`src/rtl/tapctl_pkg.sv`:
```
package tapctl_pkg;
  typedef enum logic [2:0] {
    OP_WIPER_WR  = 3'd0,
    OP_WIPER_RD  = 3'd1,
    OP_REG_WR    = 3'd2,
    OP_REG_RD    = 3'd3,
    OP_REG2WIPER = 3'd4,
    OP_WIPER2REG = 3'd5,
    OP_STEP_UP   = 3'd6,
    OP_STEP_DN   = 3'd7
  } op_e;
endpackage

```
`src/rtl/tapctl_rst_sync.sv`:
```
module tapctl_rst_sync #(
  parameter int STAGES = 2
) (
  input  logic clk,
  input  logic rst_n,
  output logic rst_sync_n
);
  logic [STAGES-1:0] sh_q;

  always_ff @(posedge clk or negedge rst_n) begin
    if (!rst_n) sh_q <= '0;
    else        sh_q <= {sh_q[STAGES-2:0], 1'b1};
  end

  assign rst_sync_n = sh_q[STAGES-1];
endmodule

```
`src/rtl/tapctl_regbank.sv`:
```
module tapctl_regbank #(
  parameter int W  = 8,
  parameter int N  = 16,
  parameter int AW = 4
) (
  input  logic          clk,
  input  logic          wr_en,
  input  logic [AW-1:0] wr_addr,
  input  logic [W-1:0]  wr_data,
  input  logic [AW-1:0] rd_addr,
  output logic [W-1:0]  rd_data
);
  // retained storage: deliberately outside the reset domain
  logic [W-1:0] mem_q [N];

  always_ff @(posedge clk) begin
    if (wr_en) mem_q[wr_addr] <= wr_data;
  end

  assign rd_data = mem_q[rd_addr];
endmodule

```
`src/rtl/tapctl_decode.sv`:
```
module tapctl_decode #(
  parameter int W = 8
) (
  input  logic [W-1:0]      code,
  output logic [(1<<W)-1:0] onehot
);
  for (genvar i = 0; i < (1 << W); i++) begin : g_tap
    assign onehot[i] = (code == W'(i));
  end
endmodule

```
`src/rtl/tapctl_core.sv`:
```
module tapctl_core #(
  parameter int WIPER_W       = 8,
  parameter int BANKS         = 4,
  parameter int REGS_PER_BANK = 4,
  parameter int ADDR_W        = $clog2(BANKS * REGS_PER_BANK)
) (
  input  logic                    clk,
  input  logic                    rst_n,
  input  logic                    wp_n,
  input  logic                    cmd_valid,
  output logic                    cmd_ready,
  input  logic [2:0]              cmd_op,
  input  logic [ADDR_W-1:0]       cmd_addr,
  input  logic [WIPER_W-1:0]      cmd_wdata,
  output logic                    rd_valid,
  output logic [WIPER_W-1:0]      rd_data,
  output logic                    wr_reject,
  output logic [WIPER_W-1:0]      wiper,
  output logic [(1<<WIPER_W)-1:0] tap_en
);
  import tapctl_pkg::*;

  localparam int NREGS = BANKS * REGS_PER_BANK;
  localparam logic [WIPER_W-1:0] POS_MAX = '1;
  localparam logic [WIPER_W-1:0] POS_MIN = '0;

  logic rst_int_n;
  logic recall_q;
  logic [WIPER_W-1:0] wiper_q, wiper_d;
  logic wiper_en;
  logic rd_valid_q, rd_valid_d;
  logic [WIPER_W-1:0] rd_data_q, rd_data_d;
  logic reject_q, reject_d;
  logic reg_we;
  logic [WIPER_W-1:0] reg_wdata, reg_rdata;
  logic [ADDR_W-1:0] reg_raddr;
  op_e op;

  tapctl_rst_sync #(.STAGES(2)) u_rst (
    .clk(clk), .rst_n(rst_n), .rst_sync_n(rst_int_n)
  );

  assign reg_raddr = recall_q ? '0 : cmd_addr;

  tapctl_regbank #(.W(WIPER_W), .N(NREGS), .AW(ADDR_W)) u_bank (
    .clk(clk), .wr_en(reg_we), .wr_addr(cmd_addr), .wr_data(reg_wdata),
    .rd_addr(reg_raddr), .rd_data(reg_rdata)
  );

  tapctl_decode #(.W(WIPER_W)) u_dec (
    .code(wiper_q), .onehot(tap_en)
  );

  assign op        = op_e'(cmd_op);
  assign cmd_ready = ~recall_q;

  // next-state logic
  always_comb begin
    wiper_d    = wiper_q;
    wiper_en   = 1'b0;
    rd_valid_d = 1'b0;
    rd_data_d  = rd_data_q;
    reject_d   = 1'b0;
    reg_we     = 1'b0;
    reg_wdata  = cmd_wdata;
    if (recall_q) begin
      wiper_d  = reg_rdata;
      wiper_en = 1'b1;
    end else if (cmd_valid) begin
      unique case (op)
        OP_WIPER_WR: begin
          wiper_d  = cmd_wdata;
          wiper_en = 1'b1;
        end
        OP_WIPER_RD: begin
          rd_valid_d = 1'b1;
          rd_data_d  = wiper_q;
        end
        OP_REG_WR: begin
          reg_we   = wp_n;
          reject_d = ~wp_n;
        end
        OP_REG_RD: begin
          rd_valid_d = 1'b1;
          rd_data_d  = reg_rdata;
        end
        OP_REG2WIPER: begin
          wiper_d  = reg_rdata;
          wiper_en = 1'b1;
        end
        OP_WIPER2REG: begin
          reg_wdata = wiper_q;
          reg_we    = wp_n;
          reject_d  = ~wp_n;
        end
        OP_STEP_UP: begin
          wiper_d  = wiper_q + 1'b1;
          wiper_en = (wiper_q != POS_MAX);
        end
        OP_STEP_DN: begin
          wiper_d  = wiper_q - 1'b1;
          wiper_en = (wiper_q != POS_MIN);
        end
        default: ;
      endcase
    end
  end

  // registers
  always_ff @(posedge clk or negedge rst_int_n) begin
    if (!rst_int_n) begin
      recall_q   <= 1'b1;
      wiper_q    <= '0;
      rd_valid_q <= 1'b0;
      rd_data_q  <= '0;
      reject_q   <= 1'b0;
    end else begin
      recall_q   <= 1'b0;
      if (wiper_en)   wiper_q   <= wiper_d;
      rd_valid_q <= rd_valid_d;
      if (rd_valid_d) rd_data_q <= rd_data_d;
      reject_q   <= reject_d;
    end
  end

  assign wiper     = wiper_q;
  assign rd_valid  = rd_valid_q;
  assign rd_data   = rd_data_q;
  assign wr_reject = reject_q;
endmodule

```
`config.mk`:
```
export PLATFORM = sky130hd
export DESIGN_NAME = tapctl_core
export DESIGN_NICKNAME = d
export VERILOG_FILES = /design/src/rtl/tapctl_pkg.sv /design/src/rtl/tapctl_rst_sync.sv /design/src/rtl/tapctl_regbank.sv /design/src/rtl/tapctl_decode.sv /design/src/rtl/tapctl_core.sv
export SDC_FILE = /design/constraint.sdc
export NUM_CORES = 1
export LEC_CHECK = 0
export ABC_AREA = 1
export BUFFER_PORTS_ARGS = -buffer_cell sky130_fd_sc_hd__buf_2
export CAP_MARGIN = 20
export CORE_UTILIZATION = 36
export CTS_CLUSTER_DIAMETER = 40
export DETAILED_ROUTE_END_ITERATION = 12
export GPL_ROUTABILITY_DRIVEN = 1
export PLACE_DENSITY_LB_ADDON = 0.2
export REMOVE_ABC_BUFFERS = 1
export SYNTH_ARGS = -nofsm -noshare
export SYNTH_HDL_FRONTEND = slang
export SYNTH_SLANG_ARGS = --single-unit
export TNS_END_PERCENT = 50
```
`constraint.sdc`:
```
create_clock -name clk -period 2.27 [get_ports clk]
set_clock_uncertainty 0.05 [all_clocks]
set_input_delay 0.454 -clock clk [delete_from_list [all_inputs] [get_ports clk]]
set_output_delay 0.454 -clock clk [all_outputs]
set_load 0.05 [all_outputs]
```
==> impl_metrics.json <==
{
  "met1_usage_pct": 37.3,
  "path_cells": "inv_4 -> ha_4 -> nand2_1 -> buf_6 -> nor2_1 -> buf_6",
  "drc": 0,
  "ys_ff_latch": 149,
  "postRouteAntennaNets": 0,
  "min_period_ns": 2.42,
  "instances_no_fill": 1741,
  "dpl_cell_area_um2": 10600,
  "groute.usage.overall_pct": 28.2,
  "drv_cap": 0,
  "syn_area_per_cell_um2": 7.87,
  "max_clock_freq_ghz": 0.414,
  "cts.sinks": 149,
  "hp-class": "flop to asynchronous set/reset pin",
  "dp_cells": 1667,
  "grt_pass1_vias": 8223,
  "ys_seq_area_share_pct": 53.0,
  "netlist_instances": 1048,
  "yosys.area.top_type_share_pct": 46.6,
  "die-area_um2": 23500,
  "antenna_cells": 0,
  "htreeDepth": 4,
  "place.detailed.hpwl_mm": 23.2,
  "finalSetupTns_ns": -12.39,
  "fin_nets": 1467,
  "io_pins": 294,
  "cp-start-kind": "flop",
  "slowest_stage": "dfrtp_2",
  "drv_slew": 0,
  "yosys-top-cells-area": "edfxtp_1 (47%), nor2_1 (15%), nand3_1 (11%), nand2_1 (8.6%), dfrtp_1 (6.1%)",
  "ys_types": 36,
  "drive_gt1_share_pct": 49.4,
  "violations": "negative setup slack",
  "portBuffers": 293,
  "clk_pin_slew_ns": 0.07,
  "syn_to_final_growth_pct": 74.9,
  "cpMostUsedCell": "buf_6",
  "vias": 9550,
  "grt.met3_usage_pct": 5.22,
  "r2r-end": "wiper[6]$_DFFE_PN0P_",
  "synth_largest_area_cell": "edfxtp_1",
  "cts_tree": "done",
  "clkLatencyLatePin_ns": 0.43,
  "cp.required_ns": 1.77,
  "firstDrtPassIters": 7,
  "p_per_area_nw_per_um2": 580,
  "dp_slack_ns": 0.0651,
  "p_leak_nw": 5.97,
  "grt_max_degree": 39,
  "clockRootBuffer": "clkbuf_16",
  "grt.busiest_layer": "met2",
  "antenna_found_initial": 2,
  "viasPerCell": 5.49,
  "placeableCoreArea_um2": 22600,
  "numCtsBuffers": 17,
  "r2r-start": "wiper[0]$_DFFE_PN0P_",
  "wl_mm": 37.6,
  "grt_overflow": 0,
  "cts_max_path_buffers": 2,
  "regToRegSetupSlack_ns": 0.03,
  "reg2regPathDepth": 12,
  "fin_crit_sh_pct": 106,
  "fp.dieW_um": 153,
  "wl_per_cell_um": 21.6,
  "critical_path_class": "flop to output port",
  "fin_hold_ws_ns": 0.171,
  "yosysWarningCount": 0,
  "endpoint_kind": "output port",
  "layout_setup_ws_ns": -0.145,
  "cpPeakStageDelay_ns": 0.47,
  "use_met2_pct": 45.2,
  "grt_pass1_wl_mm": 50.0,
  "setup_viol_count_final": 235,
  "first_iter_violations": 941,
  "vdd.ir_drop.worst_mv": 0.482,
  "start_util_pct": 36.5,
  "place.gp.congestion": 0.874,
  "fp.dieH_um": 153,
  "rsz0062_at_grt": "yes",
  "run_status": "finished, violations left",
  "syn-cell-area_um2": 8250,
  "cp_max_fo": 15,
  "final_area_um2": 14400,
  "worstPathArrival_ns": 1.91,
  "hold_violations": 0,
  "rows": 55
}
[worst max-delay path: cells and delay by family, from the launching register on]
family | cells | cell delay [ns]
buffers and inverters | 3 | 0.50
flip-flops | 1 | 0.47
AND/OR/NAND/NOR | 2 | 0.30
adder cells (fa/ha/maj) | 1 | 0.20
[sequential cells by signal, indices dropped and copies added, names as in the netlist]
register	cells
recall_q	1
wiper	8
u_rst.sh_q	2
wr_reject	1
rd_data	8
rd_valid	1
u_bank.mem_q	128
[metrics by stage]
step / power [mW] / util [%]
5_1_grt: 8.60 / 63.9
3_3_place_gp: 4.81 / 47.1
4_1_cts: 7.93 / 57.0
2_1_floorplan: 4.11 / -
6_report: 8.36 / 63.9
3_5_place_dp: 4.82 / 47.1
[worst max path at each step]
stage / cells past startpoint / from / slack, ns / end
after floorplan: 5 / wiper[1]$_DFFE_PN0P_ / -0.68 / tap_en[127]
after global placement: 6 / wiper[0]$_DFFE_PN0P_ / 0.06 / tap_en[104]
after detailed placement: 6 / wiper[0]$_DFFE_PN0P_ / 0.07 / tap_en[104]
after CTS: 5 / wiper[6]$_DFFE_PN0P_ / -0.07 / tap_en[31]
after global routing: 6 / wiper[4]$_DFFE_PN0P_ / -0.20 / tap_en[0]
final: 6 / wiper[0]$_DFFE_PN0P_ / -0.15 / tap_en[144]
[per-layer routing]
metal / wire length, µm / up-vias
met5: 26 / -
met4: 1640 / 4
met3: 3170 / 128
met2: 18000 / 567
met1: 14800 / 4610
li1: - / 4241
[logic make-up after synthesis]
family                     synth area share [%]
buffers and inverters                      6.23
and+or+nand+nor                            37.3
adders and majority gates                 0.758
xor gates and xnor gates                  0.106
DFF                                        53.0
other                                    0.0911
AOI/OAI and AO/OA                          2.49
[power by group]
group          switching [mW]  internal, mW  leakage [nW]  total, mW
clock                    1.14          1.70         0.295       2.84
sequential             0.0788          3.05          1.39       3.13
combinational            1.63         0.767          4.28       2.39
[synthesized netlist by cell type]
master	number
buf_2	25
inv_6	1
dfstp_2	1
buf_4	5
clkbuf_2	1
nor2_2	4
xor2_1	1
nand3_1	187
or2_2	1
edfxtp_1	128
nor3_1	2
buf_1	1
a21oi_1	22
nor2_1	334
nand2_1	190
inv_1	47
dfrtp_1	20
nand3_2	2
a21oi_2	1
buf_6	1
a31oi_1	1
nand2_2	3
nor3b_1	1
ha_1	5
nor3_2	2
inv_2	3
clkbuf_1	33
nand2_4	3
o21ai_0	12
nand3b_1	1
a211oi_1	2
o21ai_1	1
clkinv_1	3
nor2_4	1
conb_1	2
nor3_4	1
[final cells by class]
type | instances | area [µm²]
sequential | 149 | 4380
inverter | 54 | 233
timing repair buffer | 440 | 4520
multi-input combinational | 781 | 4340
tap | 285 | 357
clock inverter | 12 | 144
fill | 1723 | 8140
clock buffer | 20 | 457
[timing repair]
item | 4_1_cts | 5_1_grt
hold buffers | 1 | 0
pin swaps | 19 | 17
gates cloned | 4 | 8
endpoints found under the hold margin | 2 | 0
gates resized for setup | 489 | 384
setup endpoints to repair | 256 | 256
setup buffers | 14 | 15
[layout by cell type, fill, tap and decap left out, types with 4 or more instances in the layout]
cell type / Yosys / final
buf_8: 0 / 21
buf_2: 25 / 38
o21ai_0: 12 / 12
nand2_2: 3 / 9
dfrtp_1: 20 / 13
buf_12: 0 / 22
buf_4: 5 / 142
ha_4: 0 / 4
clkbuf_16: 0 / 22
inv_6: 1 / 4
buf_6: 1 / 211
inv_1: 47 / 36
nand2_1: 190 / 176
edfxtp_1: 128 / 128
a21oi_1: 22 / 22
dfrtp_2: 0 / 7
nand3_4: 0 / 4
nand2_4: 3 / 10
nand3_1: 187 / 182
nor2_1: 334 / 153
nor2_4: 1 / 57
nor2_2: 4 / 129
inv_2: 3 / 8
No activity file was read; power rests on OpenSTA's default activity.
